File: src/rtl/clkcal_pkg.sv
package clkcal_pkg;

    localparam int BYTE_W = 8;
    localparam int FRAME_LEN = 2 * BYTE_W;

    localparam logic [7:0] CMD_RAM_WR_LO = 8'h80;
    localparam logic [7:0] CMD_RAM_WR_HI = 8'h9F;
    localparam logic [7:0] CMD_STAT_WR   = 8'hB1;
    localparam logic [7:0] CMD_STAT_RD   = 8'h30;
    localparam logic [7:0] CMD_CTRL_RD   = 8'h31;
    localparam logic [3:0] CMD_TIME_PAGE = 4'h2;

    localparam int         STAT_CLR_KEY_BIT = 2;
    localparam logic [7:0] STAT_PWR_MASK    = 8'h18;

    typedef struct packed {
        logic [7:0] year;
        logic [7:0] month;
        logic [7:0] day;
        logic [7:0] hour;
        logic [7:0] minute;
        logic [7:0] second;
    } bcd_time_t;

    typedef struct packed {
        logic       stb;
        logic [7:0] cmd;
        logic [7:0] data;
    } wr_req_t;

    function automatic logic cmd_is_write(input logic [7:0] c);
        return ((c >= CMD_RAM_WR_LO) && (c <= CMD_RAM_WR_HI)) || (c == CMD_STAT_WR);
    endfunction

    function automatic logic [7:0] bcd_inc(input logic [7:0] v);
        if (v[3:0] == 4'd9) begin
            return {v[7:4] + 4'd1, 4'd0};
        end
        return {v[7:4], v[3:0] + 4'd1};
    endfunction

    function automatic logic [7:0] month_last_day(input logic [7:0] m);
        case (m)
            8'h02:                      return 8'h28;
            8'h04, 8'h06, 8'h09, 8'h11: return 8'h30;
            default:                    return 8'h31;
        endcase
    endfunction

endpackage

File: src/rtl/clkcal_shift.sv
module clkcal_shift
    import clkcal_pkg::*;
#(
    parameter int PH_W = $clog2(FRAME_LEN + 1)
) (
    input  logic            clk,
    input  logic            rst,
    input  logic            ce_i,
    input  logic            sclk_i,
    input  logic            sdi_i,
    input  logic [7:0]      rd_byte_i,
    output logic [7:0]      cmd_next_o,
    output logic            sdo_o,
    output wr_req_t         wr_o,
    output logic [PH_W-1:0] phase_o
);
    localparam logic [PH_W-1:0] PH_CMD_LAST = PH_W'(BYTE_W - 1);
    localparam logic [PH_W-1:0] PH_DATA     = PH_W'(BYTE_W);
    localparam logic [PH_W-1:0] PH_LAST     = PH_W'(FRAME_LEN - 1);
    localparam logic [PH_W-1:0] PH_END      = PH_W'(FRAME_LEN);

    logic            sclk_q;
    logic [PH_W-1:0] phase_q;
    logic [7:0]      cmd_q;
    logic [7:0]      data_q;
    logic [7:0]      ret_q;
    logic            sdo_q;
    logic            fall;
    logic [7:0]      data_next;
    logic [2:0]      bit_idx;

    assign fall       = ce_i && sclk_q && !sclk_i;
    assign cmd_next_o = {cmd_q[6:0], sdi_i};
    assign data_next  = {data_q[6:0], sdi_i};
    assign bit_idx    = 3'(PH_LAST - phase_q);

    always_ff @(posedge clk) begin
        if (rst) begin
            sclk_q  <= 1'b0;
            phase_q <= '0;
            cmd_q   <= '0;
            data_q  <= '0;
            ret_q   <= '0;
            sdo_q   <= 1'b0;
        end else begin
            sclk_q <= sclk_i;
            if (!ce_i) begin
                phase_q <= '0;
                cmd_q   <= '0;
                data_q  <= '0;
                ret_q   <= '0;
                sdo_q   <= 1'b0;
            end else if (fall && (phase_q < PH_END)) begin
                phase_q <= phase_q + 1'b1;
                if (phase_q < PH_DATA) begin
                    cmd_q <= cmd_next_o;
                    if (phase_q == PH_CMD_LAST) begin
                        ret_q <= rd_byte_i;
                    end
                end else if (cmd_is_write(cmd_q)) begin
                    data_q <= data_next;
                end else begin
                    sdo_q <= ret_q[bit_idx];
                end
            end
        end
    end

    assign wr_o.stb  = fall && (phase_q == PH_LAST) && cmd_is_write(cmd_q);
    assign wr_o.cmd  = cmd_q;
    assign wr_o.data = data_next;
    assign sdo_o     = sdo_q;
    assign phase_o   = phase_q;

endmodule

File: src/rtl/clkcal_time.sv
module clkcal_time
    import clkcal_pkg::*;
#(
    parameter int          TICK_DIV  = 100_000_000,
    parameter logic [47:0] INIT_TIME = 48'h00_01_01_00_00_00
) (
    input  logic      clk,
    input  logic      rst,
    output bcd_time_t now_o
);
    localparam int            CW       = (TICK_DIV > 1) ? $clog2(TICK_DIV) : 1;
    localparam logic [CW-1:0] DIV_LAST = CW'(TICK_DIV - 1);

    logic [CW-1:0] pre_q;
    logic          tick;
    bcd_time_t     cur_q;
    bcd_time_t     nxt;

    assign tick = (pre_q == DIV_LAST);

    always_comb begin
        nxt = cur_q;
        if (cur_q.second != 8'h59) begin
            nxt.second = bcd_inc(cur_q.second);
        end else begin
            nxt.second = 8'h00;
            if (cur_q.minute != 8'h59) begin
                nxt.minute = bcd_inc(cur_q.minute);
            end else begin
                nxt.minute = 8'h00;
                if (cur_q.hour != 8'h23) begin
                    nxt.hour = bcd_inc(cur_q.hour);
                end else begin
                    nxt.hour = 8'h00;
                    if (cur_q.day != month_last_day(cur_q.month)) begin
                        nxt.day = bcd_inc(cur_q.day);
                    end else begin
                        nxt.day = 8'h01;
                        if (cur_q.month != 8'h12) begin
                            nxt.month = bcd_inc(cur_q.month);
                        end else begin
                            nxt.month = 8'h01;
                            nxt.year  = (cur_q.year == 8'h99) ? 8'h00 : bcd_inc(cur_q.year);
                        end
                    end
                end
            end
        end
    end

    always_ff @(posedge clk) begin
        if (rst) begin
            pre_q <= '0;
            cur_q <= INIT_TIME;
        end else begin
            pre_q <= tick ? '0 : pre_q + 1'b1;
            if (tick) begin
                cur_q <= nxt;
            end
        end
    end

    assign now_o = cur_q;

endmodule

File: src/rtl/clkcal_regs.sv
module clkcal_regs
    import clkcal_pkg::*;
#(
    parameter int         RAM_DEPTH   = 32,
    parameter logic [7:0] STATUS_INIT = 8'h90,
    parameter logic [7:0] CTRL_INIT   = 8'h00
) (
    input  logic       clk,
    input  logic       rst,
    input  wr_req_t    wr_i,
    input  logic [7:0] rd_cmd_i,
    input  bcd_time_t  now_i,
    output logic [7:0] rd_byte_o,
    output logic       pwr_irq_o
);
    localparam int         AW      = $clog2(RAM_DEPTH);
    localparam logic [7:0] RAM_TOP = 8'(RAM_DEPTH);
    localparam logic [7:0] WR_TOP  = CMD_RAM_WR_LO + 8'(RAM_DEPTH - 1);

    logic [7:0] ram_q [RAM_DEPTH];
    logic [7:0] status_q;
    logic       irq_q;
    logic       ram_hit;
    logic       clr_hit;

    assign ram_hit = wr_i.stb && (wr_i.cmd >= CMD_RAM_WR_LO) && (wr_i.cmd <= WR_TOP);
    assign clr_hit = wr_i.stb && (wr_i.cmd == CMD_STAT_WR) && wr_i.data[STAT_CLR_KEY_BIT];

    always_ff @(posedge clk) begin
        if (rst) begin
            for (int i = 0; i < RAM_DEPTH; i++) begin
                ram_q[i] <= '0;
            end
            status_q <= STATUS_INIT;
            irq_q    <= 1'b1;
        end else begin
            if (ram_hit) begin
                ram_q[wr_i.cmd[AW-1:0]] <= wr_i.data;
            end
            if (clr_hit) begin
                status_q <= status_q & ~STAT_PWR_MASK;
                irq_q    <= 1'b0;
            end
        end
    end

    always_comb begin
        rd_byte_o = '0;
        if (rd_cmd_i < RAM_TOP) begin
            rd_byte_o = ram_q[rd_cmd_i[AW-1:0]];
        end else if (rd_cmd_i[7:4] == CMD_TIME_PAGE) begin
            case (rd_cmd_i[3:0])
                4'h0:    rd_byte_o = now_i.second;
                4'h1:    rd_byte_o = now_i.minute;
                4'h2:    rd_byte_o = now_i.hour;
                4'h4:    rd_byte_o = now_i.day;
                4'h5:    rd_byte_o = now_i.month;
                4'h6:    rd_byte_o = now_i.year;
                default: rd_byte_o = '0;
            endcase
        end else if (rd_cmd_i == CMD_STAT_RD) begin
            rd_byte_o = status_q;
        end else if (rd_cmd_i == CMD_CTRL_RD) begin
            rd_byte_o = CTRL_INIT;
        end
    end

    assign pwr_irq_o = irq_q;

endmodule

File: src/rtl/clkcal_serial_top.sv
module clkcal_serial_top
    import clkcal_pkg::*;
#(
    parameter int          TICK_DIV    = 100_000_000,
    parameter int          RAM_DEPTH   = 32,
    parameter logic [7:0]  STATUS_INIT = 8'h90,
    parameter logic [7:0]  CTRL_INIT   = 8'h00,
    parameter logic [47:0] INIT_TIME   = 48'h00_01_01_00_00_00
) (
    input  logic clk,
    input  logic rst,
    input  logic ce_i,
    input  logic sclk_i,
    input  logic sdi_i,
    output logic sdo_o,
    output logic pwr_irq_o
);
    localparam int PH_W = $clog2(FRAME_LEN + 1);

    logic [7:0]      cmd_next_w;
    logic [7:0]      rd_byte_w;
    wr_req_t         wr_w;
    logic [PH_W-1:0] phase_w;
    bcd_time_t       now_w;
    logic [7:0]      sec_w;
    logic            clr_key_w;

    assign sec_w     = now_w.second;
    assign clr_key_w = wr_w.data[STAT_CLR_KEY_BIT];

    clkcal_shift #(.PH_W(PH_W)) u_shift (
        .clk        (clk),
        .rst        (rst),
        .ce_i       (ce_i),
        .sclk_i     (sclk_i),
        .sdi_i      (sdi_i),
        .rd_byte_i  (rd_byte_w),
        .cmd_next_o (cmd_next_w),
        .sdo_o      (sdo_o),
        .wr_o       (wr_w),
        .phase_o    (phase_w)
    );

    clkcal_regs #(
        .RAM_DEPTH   (RAM_DEPTH),
        .STATUS_INIT (STATUS_INIT),
        .CTRL_INIT   (CTRL_INIT)
    ) u_regs (
        .clk       (clk),
        .rst       (rst),
        .wr_i      (wr_w),
        .rd_cmd_i  (cmd_next_w),
        .now_i     (now_w),
        .rd_byte_o (rd_byte_w),
        .pwr_irq_o (pwr_irq_o)
    );

    clkcal_time #(
        .TICK_DIV  (TICK_DIV),
        .INIT_TIME (INIT_TIME)
    ) u_time (
        .clk   (clk),
        .rst   (rst),
        .now_o (now_w)
    );

endmodule

File: config.mk
export PLATFORM = sky130hd
export DESIGN_NAME = clkcal_serial_top
export DESIGN_NICKNAME = d
export VERILOG_FILES = /design/src/rtl/clkcal_pkg.sv /design/src/rtl/clkcal_shift.sv /design/src/rtl/clkcal_time.sv /design/src/rtl/clkcal_regs.sv /design/src/rtl/clkcal_serial_top.sv
export SDC_FILE = /design/constraint.sdc
export NUM_CORES = 1
export LEC_CHECK = 0
export ABC_AREA = 1
export BUFFER_PORTS_ARGS = -buffer_cell sky130_fd_sc_hd__clkbuf_2
export CAP_MARGIN = 0
export CORE_ASPECT_RATIO = 0.7
export CORE_MARGIN = 2
export CORE_UTILIZATION = 40
export CTS_BUF_LIST = sky130_fd_sc_hd__clkbuf_4 sky130_fd_sc_hd__clkbuf_8 sky130_fd_sc_hd__clkbuf_16
export DETAILED_ROUTE_END_ITERATION = 10
export PLACE_DENSITY = 0.64
export SYNTH_ARGS = -nofsm -noshare
export SYNTH_HDL_FRONTEND = slang
export SYNTH_SLANG_ARGS = --single-unit
File: constraint.sdc
create_clock -name clk -period 7.35 [get_ports clk]
set_input_delay 1.8375 -clock clk [delete_from_list [all_inputs] [get_ports clk]]
set_output_delay 1.8375 -clock clk [all_outputs]
set_load 0.02 [all_outputs]
==> results of run 1 <==
==> metal layers <==
metal | part of all wire [%] | vias up
met5 | 0 | -
met1 | 46 | 6220
met4 | 1.7 | 0
met3 | 11 | 62
li1 | - | 6195
met2 | 41 | 620
==> worst max-delay path, cell delays in order <==
cell	delay [ps]
clkbuf_2	100
inv_1	100
nand4_1	120
nor3_1	260
inv_1	100
nor3_2	970
nand2_1	480
nand2_1	440
==> per-stage QoR <==
| step | worst slack, ps | power, mW | area, sq um |
|---|---|---|---|
| 2_1_floorplan | 3947 | 2.366 | 16660 |
| 3_3_place_gp | 2804 | 2.409 | 17180 |
| 3_5_place_dp | 2711 | 2.413 | 17180 |
| 4_1_cts | 3276 | 4.333 | 18410 |
| 5_1_grt | 3002 | 4.429 | 18410 |
| 6_report | 3125 | 4.312 | 18410 |
==> sequential cells by signal, indices dropped and copies added, names as in the netlist <==
name	flops
u_regs.ram_q	256
u_time.now_o	48
u_time.pre_q	27
u_shift.cmd_q	8
u_shift.ret_q	8
u_shift.data_q	7
u_shift.phase_o	5
u_regs.status_q	1
u_shift.sclk_q	1
u_shift.sdo_o	1
==> path summary, 6_finish.rpt <==
path / to / cells past startpoint
worst max-delay path: u_regs.ram_q[20][3] / 8
worst min-delay path: u_time.pre_q[0] / 1
worst max register to register: u_regs.ram_q[20][3] / 10
worst min register to register: u_time.pre_q[0] / 1
==> cell families after synthesis <==
group | Yosys count
DFF | 362
and+or+nand+nor | 990
adders and majority gates | 25
AOI/OAI and AO/OA | 230
xor gates and xnor gates | 19
muxes | 1
buffers and inverters | 202
==> area by class of cell <==
type	count	area, sq um
multi-input cells	1265	6097
clock buffers	45	1021
clock inverters	21	211.5
fillers	3880	22620
repair buffers	18	120.1
inverters	125	469.2
well taps	544	680.7
flip-flops and latches	362	9809
diodes	2	5.005
==> cell usage in the layout (no fill, tap or decap), types with 12 or more instances in the layout <==
cell,Yosys,routed
ha_1,25,25
o22ai_1,22,22
dfxtp_1,106,106
nand3_1,81,81
a41oi_1,13,13
nand4_1,48,48
a21oi_1,66,66
inv_1,115,109
nand2_1,396,396
a22oi_1,50,50
nor2_1,386,383
buf_4,0,12
clkbuf_16,0,39
xor2_1,14,14
o21ai_0,58,58
edfxtp_1,256,256
nor3_1,38,38
==> power by group through the flow <==
stage,logic (mW),registers [mW],clock network [mW]
floorplan,0.0871,2.28,0
global placement,0.121,2.29,0
detailed placement,0.124,2.29,0
CTS,0.125,2.24,1.96
global route,0.139,2.25,2.04
finish,0.127,2.25,1.94
==> flow_summary.json, run 1 <==
{
  "max-cap-violations": 0,
  "ioPinCount": 7,
  "async_flop_share_pct": 0,
  "wl_per_cell_microns": 19.11,
  "dr.pass1.iters": 5,
  "synth.area.mux_share_pct": 0.06007,
  "synth_xor_area_share_pct": 0.9986,
  "endpoint_kind": "flop",
  "slew_viol_final": 0,
  "swShare_pct": 21.49,
  "synth_top_family_by_area": "simple AND/OR/NAND/NOR gates",
  "placed_cells": 2314,
  "synth-compound-area-share_pct": 8.350,
  "crit_arrival_ps": 4420,
  "cts_tree": "built",
  "fin_crit_ps": 4225,
  "nets": 1839,
  "avgSynthCellArea_sq_um": 9.111,
  "synthAdderAreaFrac_pct": 1.877,
  "critical_path_class": "input port to flop",
  "slew_headroom_pct": 14.34,
  "antenna_found_initial": 2,
  "synth_cell_types": 45,
  "clk_pin_slew_ps": 60,
  "dp_hpwl_microns": 29660,
  "rsz0062_at_grt": "false",
  "grt_use_total_pct": 20.96,
  "r2r_slack_ps": 3440,
  "power_leakage_nw": 6.441,
  "hold_ws_ps": 460.7,
  "synth_nets": 1859,
  "yosysTopAreaCell": "edfxtp_1",
  "cts_root_buffer": "clkbuf_16",
  "synthToLayoutAreaGrowth_pct": 10.50,
  "synth_warnings": 0,
  "finish.utilization_pct": 44.87,
  "ant_nets": 0,
  "yosysTopAreaCellShare_pct": 46.13,
  "yosysSeqAreaShare_pct": 58.87,
  "p_int_mw": 3.385,
  "hold_viol": 0,
  "timing.final.crit_share_pct": 57.49,
  "tightest_slew_ps": 1278,
  "cts_max_path_buffers": 3,
  "power_switching_uw": 926.7,
  "syn_inst": 1829,
  "tns_ps": 0,
  "crit_path_max_fanout": 9,
  "netlist_top_cells_count": "nand2_1, nor2_1, edfxtp_1",
  "clock.fmax_mhz": 236.7,
  "reg2reg_from": "u_shift.phase_o[0]",
  "gr-max-usage-layer": "met1",
  "insertion_delay_ps": 540,
  "instances_no_fill": 2382,
  "p_clk_share_pct": 45.0,
  "cellPowerDensity_mw_per_mm2": 234.2,
  "synth_edf_count": 256,
  "dieArea_sq_mm": 0.04333,
  "comb_power_share_pct": 2.9,
  "hold_buffers": 0,
  "seqPwrFrac_pct": 52.1,
  "core.rowCount": 62,
  "met2_usage_pct": 29.70,
  "hp-class": "flop to flop",
  "setup_viol": 0,
  "ys.flop_type": "edfxtp_1",
  "port_buffers": 6,
  "hold_start": "u_time.pre_q[0]",
  "cp-start-kind": "input port",
  "grt_overflow": 0,
  "met3_usage_pct": 5.975,
  "viasPerCell": 5.498,
  "grt_pass1_vias": 12179,
  "syn-cell-area_sq_mm": 0.01666,
  "met1_usage_pct": 31.54,
  "cts_made_buffers": 37,
  "postCtsResizedCells": 0,
  "dieHeight_microns": 174.8,
  "netlist_top_cells_area": "edfxtp_1, dfxtp_1, nand2_1",
  "initial_core_util_pct": 40.61,
  "drc": 0,
  "grt_max_degree": 65,
  "post-cts-setup-buffers": 0,
  "routed_wl_microns": 45520,
  "cts_max_level": 2,
  "peakVddDrop_mv": 0.1637,
  "worstSetupStartpoint": "sclk_i",
  "die_x_microns": 248.0,
  "final_layout_size_suffix_gt1_share_pct": 6.373,
  "synth-seq-cells": 362,
  "fin_skew_ps": 21.46,
  "first_iter_violations": 1663,
  "core_area_sq_mm": 0.04104,
  "critPathRequiredTime_ps": 7550,
  "vias": 13097,
  "synthSimpleGateAreaFrac_pct": 25.17,
  "synth_most_common_cell": "nand2_1",
  "gp_congestion": 0.8903,
  "grt_pass1_wl_microns": 69920,
  "cts.sinks": 362,
  "status": "finished clean"
}
No activity file was read; power rests on OpenSTA's default activity.
==> run 2, diff against run 1 <==
ABC_AREA = 0   (was 1)
PLACE_DENSITY = 0.66   (was 0.64)
clock period = 3.7 ns   (was 7.35 ns; I/O delays follow)
==> run 2 against run 1 <==
Against the previous run: area after synthesis up 4.2%; largest cell class unchanged; critical path type is now flop to flop; register-to-register slack lost 3000 ps; wire length shrank 8.0%.
==> flow_summary.json, run 2 <==
{
  "status": "finished clean",
  "syn_inst": 1412,
  "hp-class": "flop to flop",
  "synth_nets": 1442,
  "gp_congestion": 0.8623,
  "fillers": 3778,
  "cts_max_level": 2,
  "slew_viol_final": 0,
  "yosysSeqAreaShare_pct": 56.47,
  "grt_max_degree": 49,
  "synthSimpleGateAreaFrac_pct": 19.10,
  "hold_buffers": 0,
  "yosysTopAreaCell": "edfxtp_1",
  "dieHeight_microns": 178.4,
  "fin_skew_ps": 12.91,
  "synth_warnings": 0,
  "largest_reg_flops": 256,
  "comb_power_share_pct": 4.1,
  "critPathRequiredTime_ps": 4110,
  "synth_most_common_cell": "edfxtp_1",
  "synth_top_family_by_area": "simple AND/OR/NAND/NOR gates",
  "dp_hpwl_microns": 28200,
  "ant_nets": 0,
  "netlist_top_cells_count": "edfxtp_1, and2_1, nor2_1",
  "cellPowerDensity_mw_per_mm2": 437.9,
  "largest_register": "u_regs.ram_q",
  "endpoint_kind": "flop",
  "dieArea_sq_mm": 0.04514,
  "core.rowCount": 63,
  "synth_edf_count": 256,
  "first_iter_violations": 1201,
  "crit_path_max_fanout": 18,
  "worstPathCellList": "ha_1 > and3_1 > nand3_1 > or4_1 > or2_1 > a211oi_4 > nand3_1 > mux2_1",
  "clk_pin_slew_ps": 60,
  "p_clk_share_pct": 42.4,
  "path_common_cell": "nand3_1",
  "die_x_microns": 253.1,
  "max-cap-violations": 0,
  "dr.pass1.iters": 5,
  "synth_cell_types": 67,
  "tns_ps": 0,
  "yosysTopAreaCellShare_pct": 44.26,
  "final_layout_size_suffix_gt1_share_pct": 15.65,
  "insertion_delay_ps": 520,
  "avgSynthCellArea_sq_um": 12.30,
  "p_int_mw": 6.704,
  "power_switching_mw": 1.754,
  "timing.final.crit_share_pct": 87.68,
  "antenna_found_initial": 2,
  "core_area_sq_mm": 0.04257,
  "synth-compound-area-share_pct": 5.582,
  "finalPower_mw": 8.458,
  "postCtsResizedCells": 0,
  "post-cts-setup-buffers": 0,
  "async_flop_share_pct": 0,
  "final_cell_mix": "edfxtp_1, and2_1, nor2_1, dfxtp_1, mux4_2",
  "setup_viol": 0,
  "fin_crit_ps": 3244,
  "cts_root_buffer": "clkbuf_16",
  "vias": 11386,
  "critical_path_class": "flop to flop",
  "wl_per_cell_microns": 21.04,
  "peakVddDrop_mv": 0.2936,
  "cts_max_path_buffers": 3,
  "synthToLayoutAreaGrowth_pct": 11.19,
  "swShare_pct": 20.73,
  "viasPerCell": 5.719,
  "drc": 0,
  "power_leakage_nw": 6.420,
  "cts_made_buffers": 36,
  "ioPinCount": 7,
  "nets": 1446,
  "cp-start-kind": "flop",
  "seqPwrFrac_pct": 53.5,
  "synth-seq-cells": 362,
  "routed_wl_microns": 41890,
  "seqCellArea_sq_mm": 0.009816,
  "worstSetupStartpoint": "u_time.pre_q[0]",
  "tightest_slew_ps": 1195,
  "crit_arrival_ps": 3660,
  "ys.flop_type": "edfxtp_1",
  "initial_core_util_pct": 40.81,
  "synth_xor_area_share_pct": 1.664,
  "mostFrequentLayoutCell": "edfxtp_1",
  "multiInputGateArea_sq_mm": 0.007087,
  "rsz0062_at_grt": "false",
  "port_buffers": 6,
  "reg2reg_from": "u_time.pre_q[0]",
  "grt_overflow": 0,
  "netlist_top_cells_area": "edfxtp_1, dfxtp_1, mux4_2",
  "hold_viol": 0,
  "syn-cell-area_sq_mm": 0.01737,
  "slew_headroom_pct": 19.60,
  "slowest_stage": "a211oi_4",
  "slowest_delay_ps": 660,
  "synthAdderAreaFrac_pct": 1.801,
  "cts_tree": "built",
  "cts.sinks": 362,
  "synth.area.mux_share_pct": 12.65,
  "grt_use_total_pct": 18.96,
  "grt_pass1_vias": 10812,
  "clock.fmax_mhz": 308.2,
  "grt_pass1_wl_microns": 65300,
  "hold_start": "u_time.pre_q[0]"
}
[run 2: changes by cell type in the layout (fill, tap and decap cells not counted), moves of 25 or more]
cell / previous run / this run
buf_4: 12 / 55
nand4_1: 48 / 12
mux4_2: 0 / 82
nand2_1: 396 / 43
and2_1: 0 / 231
mux2i_1: 1 / 26
a22oi_1: 50 / 16
inv_1: 109 / 23
nand3_1: 81 / 39
nor2_1: 383 / 118
[run 2: layout make-up]
type | count | area share [%]
Sequential cell | 362 | 50.82
Clock buffer | 44 | 5.066
Tap cell | 552 | 3.576
Inverter | 23 | 0.4470
Multi-Input combinational cell | 929 | 36.69
Antenna cell | 1 | 0.01296
Clock inverter | 16 | 0.7514
Timing Repair Buffer | 64 | 2.637
[run 2: per-stage QoR]
stage          util [%]  area, sq um  hold slack [ps]  instances  worst slack, ps
2_1_floorplan         -        17370            426.1       1412            457.0
3_3_place_gp      42.73        18190            442.4       1930            483.4
3_5_place_dp      42.73        18190            443.6       1930            481.8
4_1_cts           45.37        19310            459.1       1990            463.2
5_1_grt           45.37        19310            490.6       1990            233.7
6_report          45.38        19310            458.9       1991            455.9
[run 2: worst max-delay path, delay by kind of cell, from the launching register on]
family	cells	cell delay, ps
simple gates	5	1560
mux	1	330
fa+ha+maj	1	210
compound gates	1	660
flops	1	370
[run 2: power groups by stage]
stage          Sequential (mW)  Clock, mW  Combinational (mW)
3_3_place_gp              4.61          0               0.337
6_report                  4.53       3.59               0.346
4_1_cts                   4.52       3.64               0.346
3_5_place_dp              4.61          0               0.345
2_1_floorplan             4.58          0               0.222
5_1_grt                   4.54       3.81               0.368
[run 2: worst paths after layout]
path / end / slack [ps] / depth (start not counted)
worst max-delay path: u_time.now_o[38] / 460 / 8
worst min-delay path: u_time.pre_q[0] / 460 / 1
worst max register to register: u_time.now_o[38] / 460 / 8
worst min register to register: u_time.pre_q[0] / 460 / 1
[run 2: kinds of logic after synthesis]
logic type,count (synthesis)
and+or+nand+nor,598
DFF,362
AOI/OAI and AO/OA,157
buffers and inverters,121
muxes,116
xor gates and xnor gates,33
adders and majority gates,25
[run 2: routing by layer]
layer | vias up | share of wire [%] | track usage [%]
li1 | 5183 | - | -
met1 | 5690 | 49 | 30.64
met2 | 469 | 40 | 25.84
met3 | 44 | 9.8 | 4.042
met4 | 0 | 1.4 | 3.501
met5 | - | 0 | 0
